--- config.mk ---
export PLATFORM = sky130hd
export DESIGN_NAME = bus_cycle_ctl
export DESIGN_NICKNAME = d
export VERILOG_FILES = /design/src/rtl/bcc_pkg.sv /design/src/rtl/bcc_decode.sv /design/src/rtl/bcc_seq.sv /design/src/rtl/bcc_cmd.sv /design/src/rtl/bus_cycle_ctl.sv
export SDC_FILE = /design/constraint.sdc
export NUM_CORES = 1
export LEC_CHECK = 0
export BUFFER_PORTS_ARGS = -buffer_cell sky130_fd_sc_hd__buf_2
export CORE_AREA = 2 2 39 41
export CTS_CLUSTER_SIZE = 40
export DETAILED_ROUTE_END_ITERATION = 12
export DIE_AREA = 0 0 41 43
export PLACE_DENSITY = 0.6
export SYNTH_ARGS = -nofsm -noshare
export SYNTH_HDL_FRONTEND = slang
export SYNTH_SLANG_ARGS = --single-unit
export TNS_END_PERCENT = 100
--- constraint.sdc ---
create_clock -name clk_i -period 2.1 [get_ports clk_i]
set_input_delay 0.21 -clock clk_i [delete_from_list [all_inputs] [get_ports clk_i]]
set_output_delay 0.21 -clock clk_i [all_outputs]
set_load 0.05 [all_outputs]
--- src/rtl/bcc_pkg.sv ---
package bcc_pkg;
  localparam int unsigned STAT_W  = 3;
  localparam int unsigned NUM_CMD = 5;

  // command vector bit positions
  localparam int unsigned CMD_INTA   = 0;
  localparam int unsigned CMD_IO_RD  = 1;
  localparam int unsigned CMD_IO_WR  = 2;
  localparam int unsigned CMD_MEM_RD = 3;
  localparam int unsigned CMD_MEM_WR = 4;

  typedef enum logic [STAT_W-1:0] {
    ST_INTA    = 3'b000,
    ST_IO_RD   = 3'b001,
    ST_IO_WR   = 3'b010,
    ST_HALT    = 3'b011,
    ST_FETCH   = 3'b100,
    ST_MEM_RD  = 3'b101,
    ST_MEM_WR  = 3'b110,
    ST_PASSIVE = 3'b111
  } stat_e;

  typedef enum logic [2:0] {
    PH_IDLE,
    PH_T1,
    PH_T2,
    PH_T3,
    PH_TW,
    PH_T4
  } phase_e;

  typedef struct packed {
    logic [NUM_CMD-1:0] sel;
    logic               is_write;
  } cls_t;
endpackage

--- src/rtl/bcc_decode.sv ---
module bcc_decode
  import bcc_pkg::*;
(
  input  stat_e code_i,
  output cls_t  cls_o
);
  always_comb begin
    cls_o = '0;
    unique case (code_i)
      ST_INTA:   cls_o.sel[CMD_INTA]   = 1'b1;
      ST_IO_RD:  cls_o.sel[CMD_IO_RD]  = 1'b1;
      ST_IO_WR:  begin
        cls_o.sel[CMD_IO_WR] = 1'b1;
        cls_o.is_write       = 1'b1;
      end
      ST_FETCH,
      ST_MEM_RD: cls_o.sel[CMD_MEM_RD] = 1'b1;
      ST_MEM_WR: begin
        cls_o.sel[CMD_MEM_WR] = 1'b1;
        cls_o.is_write        = 1'b1;
      end
      default:   cls_o = '0; // halt, passive: no command
    endcase
  end
endmodule

--- src/rtl/bcc_seq.sv ---
module bcc_seq
  import bcc_pkg::*;
(
  input  logic              clk_i,
  input  logic              rst_ni,
  input  logic [STAT_W-1:0] status_i,
  input  logic              ready_i,
  output phase_e            phase_o,
  output stat_e             code_o
);
  phase_e phase_q;
  stat_e  code_q;
  logic   passive_q;
  logic   is_passive;
  logic   start;

  assign is_passive = (stat_e'(status_i) == ST_PASSIVE);
  // start only on a passive -> active transition
  assign start      = (phase_q == PH_IDLE) && !is_passive && passive_q;

  always_ff @(posedge clk_i or negedge rst_ni) begin
    if (!rst_ni) begin
      phase_q   <= PH_IDLE;
      code_q    <= ST_PASSIVE;
      passive_q <= 1'b1;
    end else begin
      passive_q <= is_passive;
      unique case (phase_q)
        PH_IDLE: if (start) begin
          phase_q <= PH_T1;
          code_q  <= stat_e'(status_i);
        end
        PH_T1: phase_q <= PH_T2;
        PH_T2: phase_q <= PH_T3;
        PH_T3,
        PH_TW: phase_q <= ready_i ? PH_T4 : PH_TW;
        PH_T4: begin
          phase_q <= PH_IDLE;
          code_q  <= ST_PASSIVE;
        end
        default: begin
          phase_q <= PH_IDLE;
          code_q  <= ST_PASSIVE;
        end
      endcase
    end
  end

  assign phase_o = phase_q;
  assign code_o  = code_q;
endmodule

--- src/rtl/bcc_cmd.sv ---
module bcc_cmd
  import bcc_pkg::*;
(
  input  phase_e             phase_i,
  input  cls_t               cls_i,
  output logic               ale_o,
  output logic [NUM_CMD-1:0] cmd_no
);
  logic early_win;
  logic late_win;

  assign ale_o     = (phase_i == PH_T1);
  assign early_win = (phase_i == PH_T2) || (phase_i == PH_T3) ||
                     (phase_i == PH_TW) || (phase_i == PH_T4);
  assign late_win  = (phase_i == PH_T3) || (phase_i == PH_TW) ||
                     (phase_i == PH_T4);

  for (genvar i = 0; i < NUM_CMD; i++) begin : g_cmd
    assign cmd_no[i] = ~(cls_i.sel[i] & (cls_i.is_write ? late_win : early_win));
  end
endmodule

--- src/rtl/bus_cycle_ctl.sv ---
module bus_cycle_ctl
  import bcc_pkg::*;
(
  input  logic              clk_i,
  input  logic              rst_ni,
  input  logic [STAT_W-1:0] status_i,
  input  logic              ready_i,
  output logic              ale_o,
  output logic              inta_no,
  output logic              io_rd_no,
  output logic              io_wr_no,
  output logic              mem_rd_no,
  output logic              mem_wr_no,
  output logic [STAT_W-1:0] cyc_type_o
);
  phase_e             phase;
  stat_e              code;
  cls_t               cls;
  logic [NUM_CMD-1:0] cmd_n;

  bcc_seq u_seq (
    .clk_i    (clk_i),
    .rst_ni   (rst_ni),
    .status_i (status_i),
    .ready_i  (ready_i),
    .phase_o  (phase),
    .code_o   (code)
  );

  bcc_decode u_dec (
    .code_i (code),
    .cls_o  (cls)
  );

  bcc_cmd u_cmd (
    .phase_i (phase),
    .cls_i   (cls),
    .ale_o   (ale_o),
    .cmd_no  (cmd_n)
  );

  assign inta_no    = cmd_n[CMD_INTA];
  assign io_rd_no   = cmd_n[CMD_IO_RD];
  assign io_wr_no   = cmd_n[CMD_IO_WR];
  assign mem_rd_no  = cmd_n[CMD_MEM_RD];
  assign mem_wr_no  = cmd_n[CMD_MEM_WR];
  assign cyc_type_o = code;
endmodule

==> impl_metrics.yaml, run 1 <==
outcome:
  status: "finished clean"
timing:
  fmax_ghz: 0.5250
  grt_setup_unrepaired: "false"
  worst_pin_slew_ps: 370.5
  max_slew_margin: 0.7530
  drv_slew: 0
  timing.final.hold_violations: 0
  fin_setup_tns_ps: 0
  setup_viol: 0
  finalCritPeriodShare: 0.9070
  period_needed_ps: 1905
  clock_skew_ps: 1.057
drt:
  drcViolationCount: 0
  viasPerCell: 5.139
  first_pass_iters: 2
  vias: 406
  drt-initial-drc-count: 2
  postRouteAntennaNets: 0
  wl_per_cell_um: 11.10
  drt-total-wl_um: 877
layout:
  fill_cells: 142
  nets: 70
  final_layout_size_suffix_gt1_frac: 0.3333
  area_delta_synth_final_pct: 24.56
  diodes: 0
synthesis:
  synth_area_sq_um: 427.9
  synth.area.top_cells: "dfstp_2 25%, dfrtp_1 18%, o32a_1 7.0%"
  synth_edf_count: 0
  async_reset_ff_frac: 1.000
  seq_area_frac_synth: 0.4211
  syn_nets: 53
  yosysTopAreaCellShare: 0.2456
  synth_cells: 47
  ys_warn_count: 0
  ys_types: 23
  synth_area_per_cell_sq_um: 9.104
  yosysTopAreaCell: "dfstp_2"
  synth-seq-cells: 7
  yosysMostFrequentCell: "nor2_1"
  synth_ff_type: "dfstp_2"
  yosys-top-cells-count: "6 x nor2_1, 4 x dfstp_2, 4 x nand2_1, 4 x nor2b_1"
pwr:
  finalPower_w: 0.0007024
  internal-power_w: 0.0003795
  p_comb_frac: 0.440
  seq_power_share: 0.394
  p_sw_frac: 0.4597
  power_density_mw_per_mm2: 1318
  ir_drop_v: 0.0004811
  p_clk_frac: 0.166
  power_switching_w: 0.0003229
  p_leak_nw: 0.2314
hold_path:
  worstHoldPathType: "in2reg"
  hold_depth: 3
  min_from: "status_i[1]"
  holdPathEnd: "u_seq.passive_q"
clock_network:
  cts_tree: "yes"
  cts_resized: 0
  cts_num_sinks: 7
  clock_path_buffers: 2
  root_buffer: "clkbuf_4"
  path_clk_slew_ps: 50
  cts_hold_buf: 1
  clk-insertion-delay-late_ps: 240
  post-cts-setup-buffers: 0
  numCtsBuffers: 3
  htree_num_levels: 1
critical_path:
  path_cells: "nor2b_1 -> o21ai_1 -> or3b_1 -> buf_2"
  crit_family: "simple AND/OR/NAND/NOR gates"
  regToRegStartpoint: "u_seq.phase_o[1]"
  cp_num_buf_inv: 1
  cp.arrival_ps: 1690
  required_ps: 1890
  worst-setup-path-type: "reg2out"
  max_stage_delay_ps: 560
  path_max_fanout: 14
  slowest_stage: "dfrtp_1"
  cp-end-kind: "output pin"
  reg2reg_depth: 3
  startpoint_type: "register"
  r2r_end: "u_seq.phase_o[0]"
  ff2ff_setup_slack_ps: 810
grt:
  groute.usage.overall: 0.1268
  antenna_found_initial: 0
  first_global_vias: 355
  grt_pass1_wl_um: 1449
  overflow: 0
  grt_max_degree: 15
job:
  maxCapViolations: 0
floorplan:
  die-height_um: 43
  die_w_um: 41
  io_pins: 15
  core-area_sq_mm: 0.001384
  die_area_sq_mm: 0.001763
  rows: 14
  start_util: 0.3092
placement:
  place.gp.congestion: 0.7143
  port-buffer-count: 14
  place_hpwl_um: 697.1
==> per-layer routing <==
layer,GRT usage,vias up,share of wire
li1,-,201,-
met1,0.1462,188,0.46
met2,0.1781,15,0.45
met3,0.04712,2,0.078
met4,0.1000,0,0.0091
met5,0,-,0
==> kinds of logic after synthesis <==
group | share of synthesized area
AO/OA/AOI/OAI | 0.1930
XOR/XNOR | 0.04094
buffers and inverters | 0.07602
flip-flops | 0.4210
AND/OR/NAND/NOR | 0.2690
==> worst min-delay path, delay by kind of cell <==
family        cells  cell delay [ps]
simple gates      1              110
buf+inv           2              160
==> worst max-delay path by stage <==
stage / from / to / slack, ps / cells after the start
6_report: u_seq.phase_o[2] / mem_wr_no / 200 / 4
5_1_grt: u_seq.phase_o[2] / mem_wr_no / 80 / 4
3_3_place_gp: u_seq.phase_o[1] / mem_wr_no / 490 / 4
3_5_place_dp: u_seq.phase_o[2] / mem_wr_no / 460 / 4
2_1_floorplan: u_seq.phase_o[0] / ale_o / 270 / 3
4_1_cts: u_seq.phase_o[2] / mem_wr_no / 190 / 4
==> final cells by class <==
cell class / instances / area, sq um / share of cell area
repair buffers: 15 / 80.08 / 0.1502
flip-flops and latches: 7 / 180.2 / 0.3380
multi-input cells: 34 / 215.2 / 0.4038
well taps: 16 / 20.02 / 0.03756
clock buffers: 4 / 26.28 / 0.04930
inverters: 3 / 11.26 / 0.02113
==> cell usage in the layout (no fill, tap or decap), types with 2 or more instances in the layout <==
master    instances
buf_2            14
nor2_1            6
nand2_1           4
nor2b_1           4
dfstp_2           4
inv_1             3
a21oi_1           3
o32a_1            3
clkbuf_4          3
dfrtp_1           3
xnor2_1           2
==> per-stage QoR <==
stage	setup slack [ps]	instance area [sq um]	cells	util	hold slack [ps]
4_1_cts	191.4	533.0	79	0.3852	224.3
3_5_place_dp	461.5	496.7	74	0.3590	47.49
5_1_grt	80.17	533.0	79	0.3852	239.9
3_3_place_gp	486.2	496.7	74	0.3590	44.75
2_1_floorplan	274.6	427.9	47	-	-85.59
6_report	195.3	533.0	79	0.3852	242.6
==> registers in the layout, indices dropped and copies added, names as in the netlist <==
name and flops:
u_seq.code_o 3, u_seq.passive_q 1, u_seq.phase_o 3
==> power groups by stage <==
stage	clock network [W]	logic [W]	registers, W
after CTS	0.000124	0.000313	0.000277
final	0.000117	0.000309	0.000277
after global placement	0	0.000307	0.000280
after global routing	0.000127	0.000344	0.000292
after floorplan	0	0.000270	0.000272
after detailed placement	0	0.000311	0.000279
Power figures use the tool's default switching activity.
==> run 2: changes to the inputs <==
Settings changed: PLACE_DENSITY 0.6 to 0.53.
==> run 2 against run 1 <==
  * Sequential cell count unchanged
  * Final area unchanged
  * Worst hold slack improved by 17 ps
  * Fmax increased by 0.42%
  * Sequential share of layout area unchanged
  * Critical endpoint unchanged
  * Largest cell class unchanged
==> impl_metrics.yaml, run 2 (synthesized netlist as in run 1, its figures left out) <==
layout:
  area_delta_synth_final_pct: 24.56
  final_cells: 79
  nets: 70
  final_layout_size_suffix_gt1_frac: 0.3333
  final_cell_mix: "14 x buf_2, 6 x nor2_1, 4 x nand2_1, 4 x nor2b_1, 4 x dfstp_2"
  diodes: 0
  final_common_cell: "buf_2"
floorplan:
  die_area_sq_mm: 0.001763
  die_w_um: 41
  start_util: 0.3092
  rows: 14
  die-height_um: 43
  io_pins: 15
  core-area_sq_mm: 0.001384
grt:
  first_global_vias: 309
  grt_pass1_wl_um: 1290
  grt_max_degree: 15
  groute.usage.overall: 0.1128
  overflow: 0
  antenna_found_initial: 0
critical_path:
  path_max_fanout: 14
  startpoint_type: "register"
  crit_family: "simple AND/OR/NAND/NOR gates"
  ff2ff_setup_slack_ps: 840
  regToRegStartpoint: "u_seq.phase_o[1]"
  cp_num_buf_inv: 1
  required_ps: 1890
  max_stage_delay_ps: 560
  cp.arrival_ps: 1690
  reg2reg_depth: 3
  r2r_end: "u_seq.phase_o[0]"
  path_cells: "nor2b_1 -> o21ai_1 -> or3b_1 -> buf_2"
  cp-end-kind: "output pin"
  worst-setup-path-type: "reg2out"
  slowest_stage: "dfrtp_1"
drt:
  wl_per_cell_um: 10.62
  drcViolationCount: 0
  drt-total-wl_um: 839
  viasPerCell: 4.949
  first_pass_iters: 4
  postRouteAntennaNets: 0
  vias: 391
  drt-initial-drc-count: 12
clock_network:
  root_buffer: "clkbuf_4"
  path_clk_slew_ps: 50
  htree_num_levels: 1
  cts_num_sinks: 7
  clock_path_buffers: 2
  numCtsBuffers: 3
  cts_tree: "yes"
  clk-insertion-delay-late_ps: 240
placement:
  place.gp.congestion: 0.7209
  post-place-ws_ps: 456.9
  port-buffer-count: 14
  place_inst: 74
pwr:
  ir_drop_v: 0.0004782
  p_leak_nw: 0.2314
  power_density_mw_per_mm2: 1317
timing:
  fmax_ghz: 0.5272
  grt_setup_unrepaired: "false"
  fin_setup_tns_ps: 0
  timing.final.hold_violations: 0
  clock_skew_ps: 0.7402
  setup_viol: 0
  drv_slew: 0
  finalCritPeriodShare: 0.9032
  max_slew_margin: 0.7516
  worst_slack_ps: 203.3
  period_needed_ps: 1897
  worst_pin_slew_ps: 372.6
hold_path:
  min_from: "status_i[1]"
  holdPathEnd: "u_seq.passive_q"
  hold_depth: 3
  worstHoldPathType: "in2reg"
job:
  maxCapViolations: 0
outcome:
  status: "finished clean"
-- run 2: cell counts in the layout (fill, tap and decap cells not counted) --
No cell type changed its count.
-- run 2: area by class of cell --
| class | count | area, sq um |
|---|---|---|
| Timing Repair Buffer | 15 | 80.08 |
| Clock buffer | 4 | 26.28 |
| Fill cell | 157 | 850.8 |
| Multi-Input combinational cell | 34 | 215.2 |
| Sequential cell | 7 | 180.2 |
| Inverter | 3 | 11.26 |
| Tap cell | 16 | 20.02 |
-- run 2: worst max path at each step --
stage	from	endpoint	slack (ps)	cells after the start
finish	u_seq.phase_o[2]	mem_wr_no	200	4
global route	u_seq.phase_o[2]	mem_wr_no	80	4
CTS	u_seq.phase_o[2]	mem_wr_no	190	4
detailed placement	u_seq.phase_o[2]	mem_wr_no	460	4
global placement	u_seq.phase_o[2]	mem_wr_no	490	4
floorplan	u_seq.phase_o[0]	ale_o	270	3
-- run 2: per-layer routing --
layer  up-vias  routed length, um  track usage
met3         2                 48      0.01571
met4         0                 14       0.1000
met1       175                395       0.1572
met2        14                380       0.1438
met5         -                  0            0
li1        200                  -            -
-- run 2: where the power goes --
group          internal (W)  switching, W  total (W)
Sequential         0.000187     0.0000900   0.000277
Clock             0.0000722     0.0000456   0.000118
Combinational      0.000120      0.000187   0.000307
Total              0.000379      0.000322   0.000702
-- run 2: through the flow --
step                power [W]  area (sq um)    util  hold slack (ps)
finish              0.0007017         533.0  0.3852            259.9
global route        0.0007511         533.0  0.3852            257.8
CTS                 0.0007097         533.0  0.3852            248.8
detailed placement  0.0005859         496.7  0.3590            46.32
global placement    0.0005823         496.7  0.3590            47.22
floorplan           0.0005411         427.9       -           -85.59
-- run 2: what timing repair did --
item,CTS,global route
hold buffers,1,0
setup buffers,0,0
resized for setup,0,0
hold endpoints to repair,7,0
-- run 2: worst min-delay path, cell delays in order --
cell and delay (ps):
buf_2 110, nand3_1 120, inv_1 60
